`config.mk`:
```
export PLATFORM = sky130hd
export DESIGN_NAME = sect_prefetch_ctrl
export DESIGN_NICKNAME = d
export VERILOG_FILES = /design/src/rtl/spf_pkg.sv /design/src/rtl/spf_limit.sv /design/src/rtl/spf_sector_bank.sv /design/src/rtl/sect_prefetch_ctrl.sv
export SDC_FILE = /design/constraint.sdc
export NUM_CORES = 1
export LEC_CHECK = 0
export CAP_MARGIN = 20
export CORE_ASPECT_RATIO = 0.75
export CORE_MARGIN = 8
export CORE_UTILIZATION = 30
export DETAILED_ROUTE_END_ITERATION = 16
export PLACE_DENSITY = 0.64
export SYNTH_ARGS = -nofsm -noshare
export SYNTH_HDL_FRONTEND = slang
export SYNTH_HIERARCHICAL = 1
export SYNTH_SLANG_ARGS = --single-unit
```
`constraint.sdc`:
```
create_clock -name clk -period 6.4 [get_ports clk]
set_clock_uncertainty 0.15 [all_clocks]
set_input_delay 0.96 -clock clk [delete_from_list [all_inputs] [get_ports clk]]
set_output_delay 0.96 -clock clk [all_outputs]
set_load 0.02 [all_outputs]
```
`src/rtl/spf_pkg.sv`:
```
package spf_pkg;
   typedef enum logic [1:0] {
      SECT_FREE     = 2'd0,
      SECT_PENDING  = 2'd1,
      SECT_FULL     = 2'd2,
      SECT_DRAINING = 2'd3
   } sect_st_e;
endpackage

```
`src/rtl/spf_limit.sv`:
```
module spf_limit #(
   parameter int CNT_W    = 13,
   parameter bit SPLIT_EN = 1'b1
) (
   input  logic [CNT_W-1:0] req_bytes,
   input  logic [CNT_W-1:0] max_rd,
   input  logic [CNT_W-1:0] split_lim,
   input  logic             split,
   output logic [CNT_W-1:0] eff_o
);
   logic [CNT_W-1:0] cap_rd;

   assign cap_rd = (max_rd < req_bytes) ? max_rd : req_bytes;

   generate
      if (SPLIT_EN) begin : g_split
         assign eff_o = (split && (split_lim < cap_rd)) ? split_lim : cap_rd;
      end else begin : g_plain
         logic unused_split;
         assign unused_split = split ^ (^split_lim);
         assign eff_o = cap_rd;
      end
   endgenerate
endmodule

```
`src/rtl/spf_sector_bank.sv`:
```
module spf_sector_bank
   import spf_pkg::*;
#(
   parameter int NUM_SECT = 4,
   localparam int PW      = $clog2(NUM_SECT)
) (
   input  logic                  clk,
   input  logic                  rst_n,
   input  logic                  clear,
   input  logic                  flush,
   input  logic                  discard,
   input  logic                  fire,
   input  logic                  fill,
   input  logic                  dstart,
   input  logic                  dend,
   input  logic [PW-1:0]         iss_ptr,
   input  logic [PW-1:0]         fil_ptr,
   input  logic [PW-1:0]         drn_ptr,
   output logic [2*NUM_SECT-1:0] st_o
);
   logic [NUM_SECT-1:0] draining_v;

   generate
      for (genvar i = 0; i < NUM_SECT; i++) begin : g_sect
         sect_st_e st_q;

         always_ff @(posedge clk) begin
            if (!rst_n || clear) begin
               st_q <= SECT_FREE;
            end else begin
               case (st_q)
                  SECT_FREE:
                     if (fire && (iss_ptr == PW'(i))) st_q <= SECT_PENDING;
                  SECT_PENDING:
                     if (fill && (fil_ptr == PW'(i)))
                        st_q <= discard ? SECT_FREE : SECT_FULL;
                  SECT_FULL:
                     if (flush) st_q <= SECT_FREE;
                     else if (dstart && (drn_ptr == PW'(i))) st_q <= SECT_DRAINING;
                  default:
                     if (flush || (dend && (drn_ptr == PW'(i)))) st_q <= SECT_FREE;
               endcase
            end
         end

         assign st_o[2*i +: 2] = st_q;
         assign draining_v[i]  = (st_q == SECT_DRAINING);

         AST_ISSUE_ON_FREE: assert property (@(posedge clk) disable iff (!rst_n)
            (fire && iss_ptr == PW'(i)) |-> (st_q == SECT_FREE));
      end
   endgenerate

   AST_ONE_DRAINING: assert property (@(posedge clk) disable iff (!rst_n)
      $onehot0(draining_v));
endmodule

```
`src/rtl/sect_prefetch_ctrl.sv`:
```
module sect_prefetch_ctrl
   import spf_pkg::*;
#(
   parameter int ADDR_W     = 32,
   parameter int CNT_W      = 13,
   parameter int SECT_BYTES = 128,
   parameter int NUM_SECT   = 4,
   parameter bit SPLIT_EN   = 1'b1,
   localparam int PW        = $clog2(NUM_SECT),
   localparam int LW        = $clog2(SECT_BYTES) + 1
) (
   input  logic                  clk,
   input  logic                  rst_n,
   input  logic                  req_valid,
   input  logic [ADDR_W-1:0]     req_addr,
   input  logic [CNT_W-1:0]      req_bytes,
   input  logic                  req_split,
   input  logic [CNT_W-1:0]      max_rd_bytes,
   input  logic [CNT_W-1:0]      split_limit,
   input  logic                  mst_disc,
   output logic                  fetch_valid,
   input  logic                  fetch_ready,
   output logic [ADDR_W-1:0]     fetch_addr,
   output logic [LW-1:0]         fetch_len,
   output logic [PW-1:0]         fetch_sector,
   input  logic                  fill_valid,
   output logic                  drain_avail,
   output logic [PW-1:0]         drain_sector,
   input  logic                  drain_start,
   input  logic                  drain_end,
   output logic [2*NUM_SECT-1:0] sect_state,
   output logic                  done
);
   generate
      if (NUM_SECT < 2 || (NUM_SECT & (NUM_SECT - 1)) != 0) begin : g_bad_sect
         $error("NUM_SECT must be a power of two, at least 2");
      end
      if (CNT_W <= LW) begin : g_bad_cnt
         $error("CNT_W must exceed the sector length width");
      end
   endgenerate

   localparam logic [CNT_W-1:0] SECT_C = CNT_W'(SECT_BYTES);

   function automatic sect_st_e st_at(input logic [2*NUM_SECT-1:0] v,
                                      input logic [PW-1:0] p);
      return sect_st_e'(v[2*int'(p) +: 2]);
   endfunction

   logic [CNT_W-1:0]  rem_q, eff;
   logic [ADDR_W-1:0] addr_q;
   logic              stop_q, split_q;
   logic [PW-1:0]     iss_ptr, fil_ptr, drn_ptr;
   logic              accept, disc_conv, fire, fill_ok, dstart_ok, dend_ok;

   spf_limit #(.CNT_W(CNT_W), .SPLIT_EN(SPLIT_EN)) u_limit (
      .req_bytes (req_bytes),
      .max_rd    (max_rd_bytes),
      .split_lim (split_limit),
      .split     (req_split),
      .eff_o     (eff)
   );

   assign done        = (rem_q == '0) && (sect_state == '0);
   assign accept      = req_valid && done;
   assign disc_conv   = mst_disc && !split_q && !done;
   assign fetch_valid = (rem_q != '0) && (st_at(sect_state, iss_ptr) == SECT_FREE);
   assign fire        = fetch_valid && fetch_ready && !disc_conv;
   assign fill_ok     = fill_valid && (st_at(sect_state, fil_ptr) == SECT_PENDING);
   assign drain_avail = (st_at(sect_state, drn_ptr) == SECT_FULL);
   assign dstart_ok   = drain_start && drain_avail;
   assign dend_ok     = drain_end && (st_at(sect_state, drn_ptr) == SECT_DRAINING);

   assign fetch_len    = (rem_q >= SECT_C) ? LW'(SECT_BYTES) : rem_q[LW-1:0];
   assign fetch_addr   = addr_q;
   assign fetch_sector = iss_ptr;
   assign drain_sector = drn_ptr;

   always_ff @(posedge clk) begin
      if (!rst_n) begin
         rem_q   <= '0;
         addr_q  <= '0;
         stop_q  <= 1'b0;
         split_q <= 1'b0;
         iss_ptr <= '0;
         fil_ptr <= '0;
         drn_ptr <= '0;
      end else if (accept) begin
         rem_q   <= eff;
         addr_q  <= req_addr;
         split_q <= req_split;
         stop_q  <= 1'b0;
         iss_ptr <= '0;
         fil_ptr <= '0;
         drn_ptr <= '0;
      end else begin
         if (disc_conv) begin
            rem_q  <= '0;
            stop_q <= 1'b1;
         end else if (fire) begin
            rem_q <= rem_q - CNT_W'(fetch_len);
         end
         if (fire) begin
            addr_q  <= addr_q + ADDR_W'(SECT_BYTES);
            iss_ptr <= iss_ptr + 1'b1;
         end
         if (fill_ok) fil_ptr <= fil_ptr + 1'b1;
         if (dend_ok) drn_ptr <= drn_ptr + 1'b1;
      end
   end

   spf_sector_bank #(.NUM_SECT(NUM_SECT)) u_bank (
      .clk     (clk),
      .rst_n   (rst_n),
      .clear   (accept),
      .flush   (disc_conv),
      .discard (stop_q || disc_conv),
      .fire    (fire),
      .fill    (fill_ok),
      .dstart  (dstart_ok),
      .dend    (dend_ok),
      .iss_ptr (iss_ptr),
      .fil_ptr (fil_ptr),
      .drn_ptr (drn_ptr),
      .st_o    (sect_state)
   );

   AST_LEN_BOUND: assert property (@(posedge clk) disable iff (!rst_n)
      fetch_valid |-> (fetch_len != '0 && fetch_len <= LW'(SECT_BYTES)));
   AST_FIRE_PENDING: assert property (@(posedge clk) disable iff (!rst_n)
      fire |=> (st_at(sect_state, $past(iss_ptr)) == SECT_PENDING));
   AST_CONV_DISC_STOP: assert property (@(posedge clk) disable iff (!rst_n)
      disc_conv |=> (!fetch_valid && !drain_avail));
   AST_SPLIT_DISC_KEEP: assert property (@(posedge clk) disable iff (!rst_n)
      (mst_disc && split_q && !done)
         |=> (rem_q == $past(rem_q) - ($past(fire) ? CNT_W'($past(fetch_len)) : '0)));
   AST_BUSY_AFTER_ACCEPT: assert property (@(posedge clk) disable iff (!rst_n)
      (accept && eff != '0) |=> !done);
endmodule

```
==> metrics.csv, run 1 <==
stage,metric,value,unit
setup_path,critPathLaunchType,input pin,
setup_path,slowest_stage,clkdlybuf4s50_1,
global_routing,grt_pass1_wl,23500,µm
timing,rsz0062_at_grt,false,
timing,setup_viol,0,
timing,slew_viol_final,0,
synthesis,synth_commonest_cells,"a21oi_1, dfxtp_1, nor2_1, nand2_1, inv_1",
setup_path,slowest_delay,450,ps
timing,timing.fmax,186,MHz
layout,drive_gt1_frac,0.0630,
placed_design,portBuffers,134,
power_and_ir_drop,p_sw,1.18,mW
global_routing,track_usage,0.147,
drt,drc_errors,0,
synthesis,yosysUniqueCellTypes,77,
setup_path,path_buf_inv,3,
synthesis,ys_ff_latch,61,
setup_path,cp.required,6530,ps
drt,ant_nets,0,
layout,instances_no_fill,919,
synthesis,ys_warn_count,6,
power_and_ir_drop,p_seq_frac,0.251,
placed_design,place.gp.congestion,0.818,
global_routing,grt_overflow,0,
cts,cts_tree,done,
cts,numCtsBuffers,9,
cts,clk_transition_reported_paths,50,ps
cts,cts_hold_buf,0,
synthesis,synth_top_flop_cell,dfxtp_1,
cts,cts_resized,0,
synthesis,syn-num-nets,698,
setup_path,worstPathCellList,clkdlybuf4s50_1 -> inv_1 -> ha_1 -> nand4_1 -> o221ai_1 -> nor2_1 -> buf_4 -> and2_1 -> a21oi_1 -> ha_1 -> nand4_1 -> or3_1 -> a2111oi_0 -> a211o_2 -> mux2i_1 -> nand2_1 -> o21a_1 -> o221ai_1 -> o211a_1,
floorplanning,die_w,159,µm
drt,vias,4727,
layout,nets,820,
setup_path,crit_family,compound AO/OA/AOI/OAI gates,
floorplanning,core,15100,µm²
setup_path,cp_max_fo,14,
timing,max-slew-margin-rel,0.561,
drt,first_iter_violations,351,
placed_design,dp_cells,903,
layout,area_growth,38.2,%
synthesis,postSynthAreaPerCell,7.87,µm²
run_status,outcome,"complete, no violations",
setup_path,cp.arrival,5500,ps
power_and_ir_drop,power_density,410,nW/µm²
drt,vias_per_cell,5.14,
synthesis,synth_most_common_cell,a21oi_1,
floorplanning,initial_utilization,0.305,
power_and_ir_drop,pwr-share-comb,0.564,
cts,cts_sinks,61,
cts,cts-htree-levels,3,
synthesis,ys_seq_area_frac,0.264,
power_and_ir_drop,p_leak,2.54,nW
timing,min_period,5370,ps
synthesis,synthesis.area,4620,µm²
synthesis,ys_top_cells_by_area,"dfxtp_1, ha_1, a21oi_1, nor2_1, nand2_1",
timing,hold_slack,297,ps
layout,utilization,0.422,
drt,avgRoutedWirePerCell,16.0,µm
floorplanning,rows,39,
timing,tightest_slew,659,ps
power_and_ir_drop,p_total,2.61,mW
synthesis,synth_top_area_share,0.264,
setup_path,path_class,in2reg,
cts,insertion_delay,330,ps
timing,min_period_over_period,0.840,
cts,cts_buffer_depth,2,
power_and_ir_drop,swShare,0.453,
floorplanning,ioPinCount,135,
power_and_ir_drop,ir_drop,214,µV
global_routing,grt_max_degree,48,
floorplanning,die_area,19700,µm²
setup_path,r2r_slack,3360,ps
synthesis,synthCells,587,
layout,diodes,0,
timing,hold_viol,0,
floorplanning,die_y,123,µm
power_and_ir_drop,clock_power_share,0.185,
timing,timing.setup.tns,0,ps
cts,cts-root-buf,clkbuf_16,
cts,cts_setup_buffers,0,
global_routing,antenna_found_initial,0,
hold_path,hold_class,reg2reg,
power_and_ir_drop,p_int,1.43,mW
drt,wl,14700,µm
synthesis,async_reset_ff_frac,0,
drt,drt_pre_antenna_iters,5,
job,drv_cap,0,
placed_design,place_hpwl,11100,µm
global_routing,grt_pass1_vias,4426,
synthesis,synth_edf_count,0,
synthesis,yosysTopAreaCell,dfxtp_1,
setup_path,cp-end-kind,register,
[logic make-up (layout without fill, tap and decap cells)]
logic type	Yosys count	in the layout	share of synthesized area
fa+ha+maj	31	31	0.0840
xor+xnor	17	17	0.0322
flops	61	61	0.264
buf+inv	70	197	0.0686
simple gates	216	216	0.251
compound gates	171	171	0.248
other cells	2	2	0.00163
mux	19	19	0.0499
[worst register-to-register path, stage by stage, from the launching register on]
cell     delay, ps
dfxtp_1        350
nor4_1         430
and4_1         420
nand3_4        470
inv_2          580
or2b_2         310
nor2_1          50
o21ai_0         70
o31ai_1         90
[worst paths after layout]
check / startpoint / end / cells past startpoint
hold reg to reg: fetch_addr[4] / fetch_addr[4] / 2
setup reg to reg: rem_q[4] / u_bank/g_sect[0].st_q[0] / 8
hold / removal: fetch_addr[4] / fetch_addr[4] / 2
setup / recovery: req_bytes[12] / rem_q[9] / 19
[power groups by stage]
| stage | clock network [mW] | registers, mW | logic (mW) |
|---|---|---|---|
| 2_1_floorplan | 0 | 0.708 | 0.948 |
| 3_3_place_gp | 0 | 0.658 | 1.47 |
| 3_5_place_dp | 0 | 0.660 | 1.48 |
| 4_1_cts | 0.496 | 0.653 | 1.48 |
| 5_1_grt | 0.514 | 0.681 | 1.62 |
| 6_report | 0.482 | 0.657 | 1.47 |
[through the flow]
stage          worst slack, ps  cell area (µm²)
2_1_floorplan             1620             4620
3_3_place_gp               899             6090
3_5_place_dp               729             6090
4_1_cts                   1060             6380
5_1_grt                    600             6380
6_report                  1030             6380
[layer usage]
metal | GRT usage | part of all wire | up-vias
met5 | 0 | 0 | -
met4 | 0.0212 | 0.0027 | 0
met3 | 0.0432 | 0.051 | 4
met2 | 0.218 | 0.42 | 129
met1 | 0.209 | 0.53 | 2192
li1 | - | - | 2402
[state kept, by name (all words and copies together) (netlist names)]
name / flops
fetch_sector: 2
stop_q: 1
drain_sector: 2
fil_ptr: 2
u_bank/g_sect.st_q: 8
rem_q: 13
fetch_addr: 32
split_q: 1
[area by class of cell]
cell class / instances / area (µm²)
multi-input combinational: 456 / 3080
inverter: 44 / 165
sequential: 61 / 1220
tap: 205 / 256
clock inverter: 4 / 47.5
clock buffer: 12 / 246
timing repair buffer: 137 / 1360
fill: 1529 / 8750
[cells in the final DEF (no fill, tap or decap), types with 4 or more instances in the layout]
cell type,n
clkdlybuf4s50_1,134
a21oi_1,62
dfxtp_1,61
nor2_1,51
nand2_1,49
inv_1,42
o21ai_0,33
ha_1,31
and3_1,19
nor3_1,19
mux2i_1,14
nand3_1,14
xor2_1,11
nand2b_1,10
nand4_1,9
a211oi_1,9
clkbuf_16,9
o221ai_1,8
nor4_1,7
o21a_1,6
xnor2_1,6
o211a_1,6
and2_1,5
a22oi_1,5
nor3b_1,4
and4_1,4
a31oi_1,4
o211ai_1,4
No activity file was read; power rests on OpenSTA's default activity.
==> run 2: changes to the inputs <==
clock period = 5.4 ns   (was 6.4 ns; I/O delays follow)
==> run 2 against run 1 <==
  * Critical path type unchanged
  * Global-route usage hardly changed
  * Die area unchanged
  * Via count fell by 0.76%
  * Design area is 1.4% higher
==> metrics.csv, run 2 (synthesis gave the netlist of run 1 again) <==
stage,metric,value,unit,change
drt,avgRoutedWirePerCell,15.9,µm,was 16.0 µm
run_status,outcome,"complete, no violations",,unchanged
power_and_ir_drop,p_leak,2.59,nW,was 2.54 nW
global_routing,met1_usage,0.216,,was 0.209
hold_path,hold_class,reg2reg,,unchanged
setup_path,cp-end-kind,register,,unchanged
layout,layout_commonest_cell,clkdlybuf4s50_1,,unchanged
floorplanning,initial_utilization,0.305,,unchanged
drt,drt_pre_antenna_iters,5,,unchanged
global_routing,grt_pass1_wl,23700,µm,was 23500 µm
cts,cts-htree-levels,3,,unchanged
floorplanning,die_w,159,µm,unchanged
timing,tightest_slew,693,ps,was 659 ps
timing,timing.fmax,201,MHz,
layout,drive_gt1_frac,0.0722,,was 0.0630
cts,cts_hold_buf,0,,unchanged
timing,slew_viol_final,0,,unchanged
power_and_ir_drop,clock_power_share,0.200,,was 0.185
drt,drc_errors,0,,unchanged
global_routing,grtUsageMet3,0.0419,,was 0.0432
global_routing,grt_use_met2,0.210,,was 0.218
layout,nets,826,,was 820
setup_path,critPathLaunchType,input pin,,unchanged
power_and_ir_drop,p_int,1.76,mW,was 1.43 mW
layout,diodes,0,,unchanged
power_and_ir_drop,pwr-share-comb,0.555,,was 0.564
placed_design,postPlaceCellArea,6090,µm²,about the same
placed_design,place_hpwl,11000,µm,was 11100 µm
timing,max-slew-margin-rel,0.538,,was 0.561
drt,vias_per_cell,5.07,,was 5.14
layout,largest_reg_flops,32,,unchanged
layout,area_growth,40.1,%,was 38.2%
cts,cts_sinks,61,,unchanged
timing,timing.setup.tns,0,ps,unchanged
timing,layout_setup_ws,423,ps,was 1030 ps
timing,rsz0062_at_grt,false,,unchanged
global_routing,grt_pass1_vias,4338,,was 4426
timing,setup_viol,0,,unchanged
cts,cts-root-buf,clkbuf_16,,unchanged
cts,cts_resized,0,,unchanged
power_and_ir_drop,p_seq_frac,0.245,,was 0.251
setup_path,cp.required,5520,ps,was 6530 ps
timing,min_period,4980,ps,
placed_design,place_ws,28.0,ps,was 729 ps
placed_design,dp_cells,904,,was 903
timing,min_period_over_period,0.922,,
floorplanning,die_area,19700,µm²,unchanged
power_and_ir_drop,ir_drop,253,µV,was 214 µV
global_routing,antenna_found_initial,0,,unchanged
cts,clk_transition_reported_paths,50,ps,about the same
drt,ant_nets,0,,unchanged
layout,final_area,6470,µm²,was 6380 µm²
cts,numCtsBuffers,9,,unchanged
drt,vias,4691,,was 4727
setup_path,path_class,in2reg,,unchanged
placed_design,portBuffers,134,,unchanged
drt,wl,14700,µm,about the same
cts,cts_buffer_depth,2,,unchanged
global_routing,grt_max_degree,48,,unchanged
layout,fillers,1550,,was 1529
floorplanning,core,15100,µm²,unchanged
global_routing,track_usage,0.147,,about the same
global_routing,grt_overflow,0,,unchanged
timing,hold_viol,0,,unchanged
floorplanning,ioPinCount,135,,unchanged
cts,insertion_delay,330,ps,about the same
placed_design,place.gp.congestion,0.783,,was 0.818
power_and_ir_drop,swShare,0.442,,was 0.453
job,drv_cap,0,,unchanged
power_and_ir_drop,power_density,489,nW/µm²,was 410 nW/µm²
setup_path,cp_max_fo,13,,was 14
layout,instances_no_fill,925,,was 919
drt,first_iter_violations,350,,was 351
layout,final_cell_mix,"clkdlybuf4s50_1, a21oi_1, dfxtp_1, nor2_1, nand2_1",,unchanged
floorplanning,rows,39,,unchanged
global_routing,busiest_layer,met1,,was met2
setup_path,cp.arrival,5100,ps,was 5500 ps
power_and_ir_drop,p_sw,1.40,mW,was 1.18 mW
cts,cts_tree,done,,unchanged
floorplanning,die_y,123,µm,unchanged
[run 2: cell types whose count changed in the layout (fill, tap and decap cells not counted)]
cell | previous run | this run
buf_12 | 0 | 1
buf_4 | 3 | 8
bufinv_16 | 1 | 2
clkbuf_1 | 2 | 1
clkbuf_8 | 1 | 2
clkinvlp_4 | 1 | 0
[run 2: power groups by stage]
stage / Combinational [mW] / Clock [mW] / Sequential [mW]
detailed placement: 1.74 / 0 / 0.783
CTS: 1.76 / 0.645 / 0.775
floorplan: 1.12 / 0 / 0.839
finish: 1.76 / 0.631 / 0.776
global route: 1.93 / 0.666 / 0.804
global placement: 1.74 / 0 / 0.781
[run 2: layout make-up]
type,instances,area (µm²),area share
Inverter,44,165,0.0255
Multi-Input combinational cell,456,3080,0.476
Clock inverter,4,70.1,0.0108
Clock buffer,12,256,0.0396
Tap cell,205,256,0.0396
Timing Repair Buffer,143,1420,0.220
Sequential cell,61,1220,0.189
[run 2: layer usage]
layer / routed length, µm / part of all wire / vias to the layer above
li1: - / - / 2410
met1: 7740 / 0.53 / 2139
met2: 6050 / 0.41 / 137
met3: 858 / 0.058 / 5
met4: 45 / 0.0031 / 0
met5: 0 / 0 / -
[run 2: worst paths after layout]
path	from	endpoint	slack, ps	depth (start not counted)
worst max register to register	rem_q[4]	u_bank/g_sect[0].st_q[0]	2340	8
worst min-delay path	split_q	split_q	300	2
worst min register to register	split_q	split_q	300	2
worst max-delay path	req_bytes[4]	rem_q[9]	420	20
[run 2: repair_timing]
action | in CTS | in global routing
hold endpoints to repair | 0 | 0
setup endpoints to repair | 0 | 3
buffers inserted | 0 | 5
[run 2: worst max-delay path, cell delays in order]
cell	delay (ps)
clkdlybuf4s50_1	450
inv_1	50
ha_1	290
o21a_1	120
o211ai_1	70
a2111o_1	500
buf_4	210
a21oi_1	150
a21oi_1	70
ha_1	330
nand4_1	140
or3_1	440
a2111oi_0	450
a211o_2	190
buf_12	140
mux2i_1	180
nand2_1	70
o21a_1	110
o221ai_1	150
o211a_1	160
[run 2: through the flow]
step | hold WS, ps | power (mW) | util
after global routing | 320 | 3.41 | 0.428
after floorplan | 277 | 1.96 | -
after detailed placement | 294 | 2.53 | 0.403
after CTS | 301 | 3.18 | 0.424
after global placement | 289 | 2.52 | 0.403
final | 298 | 3.16 | 0.428
==> run 3: changes to the inputs <==
ABC_CLOCK_PERIOD_IN_PS = 5400   (was not set)
==> results of run 3 <==
The final DEF is identical to that of run 2; final timing and power are the same.
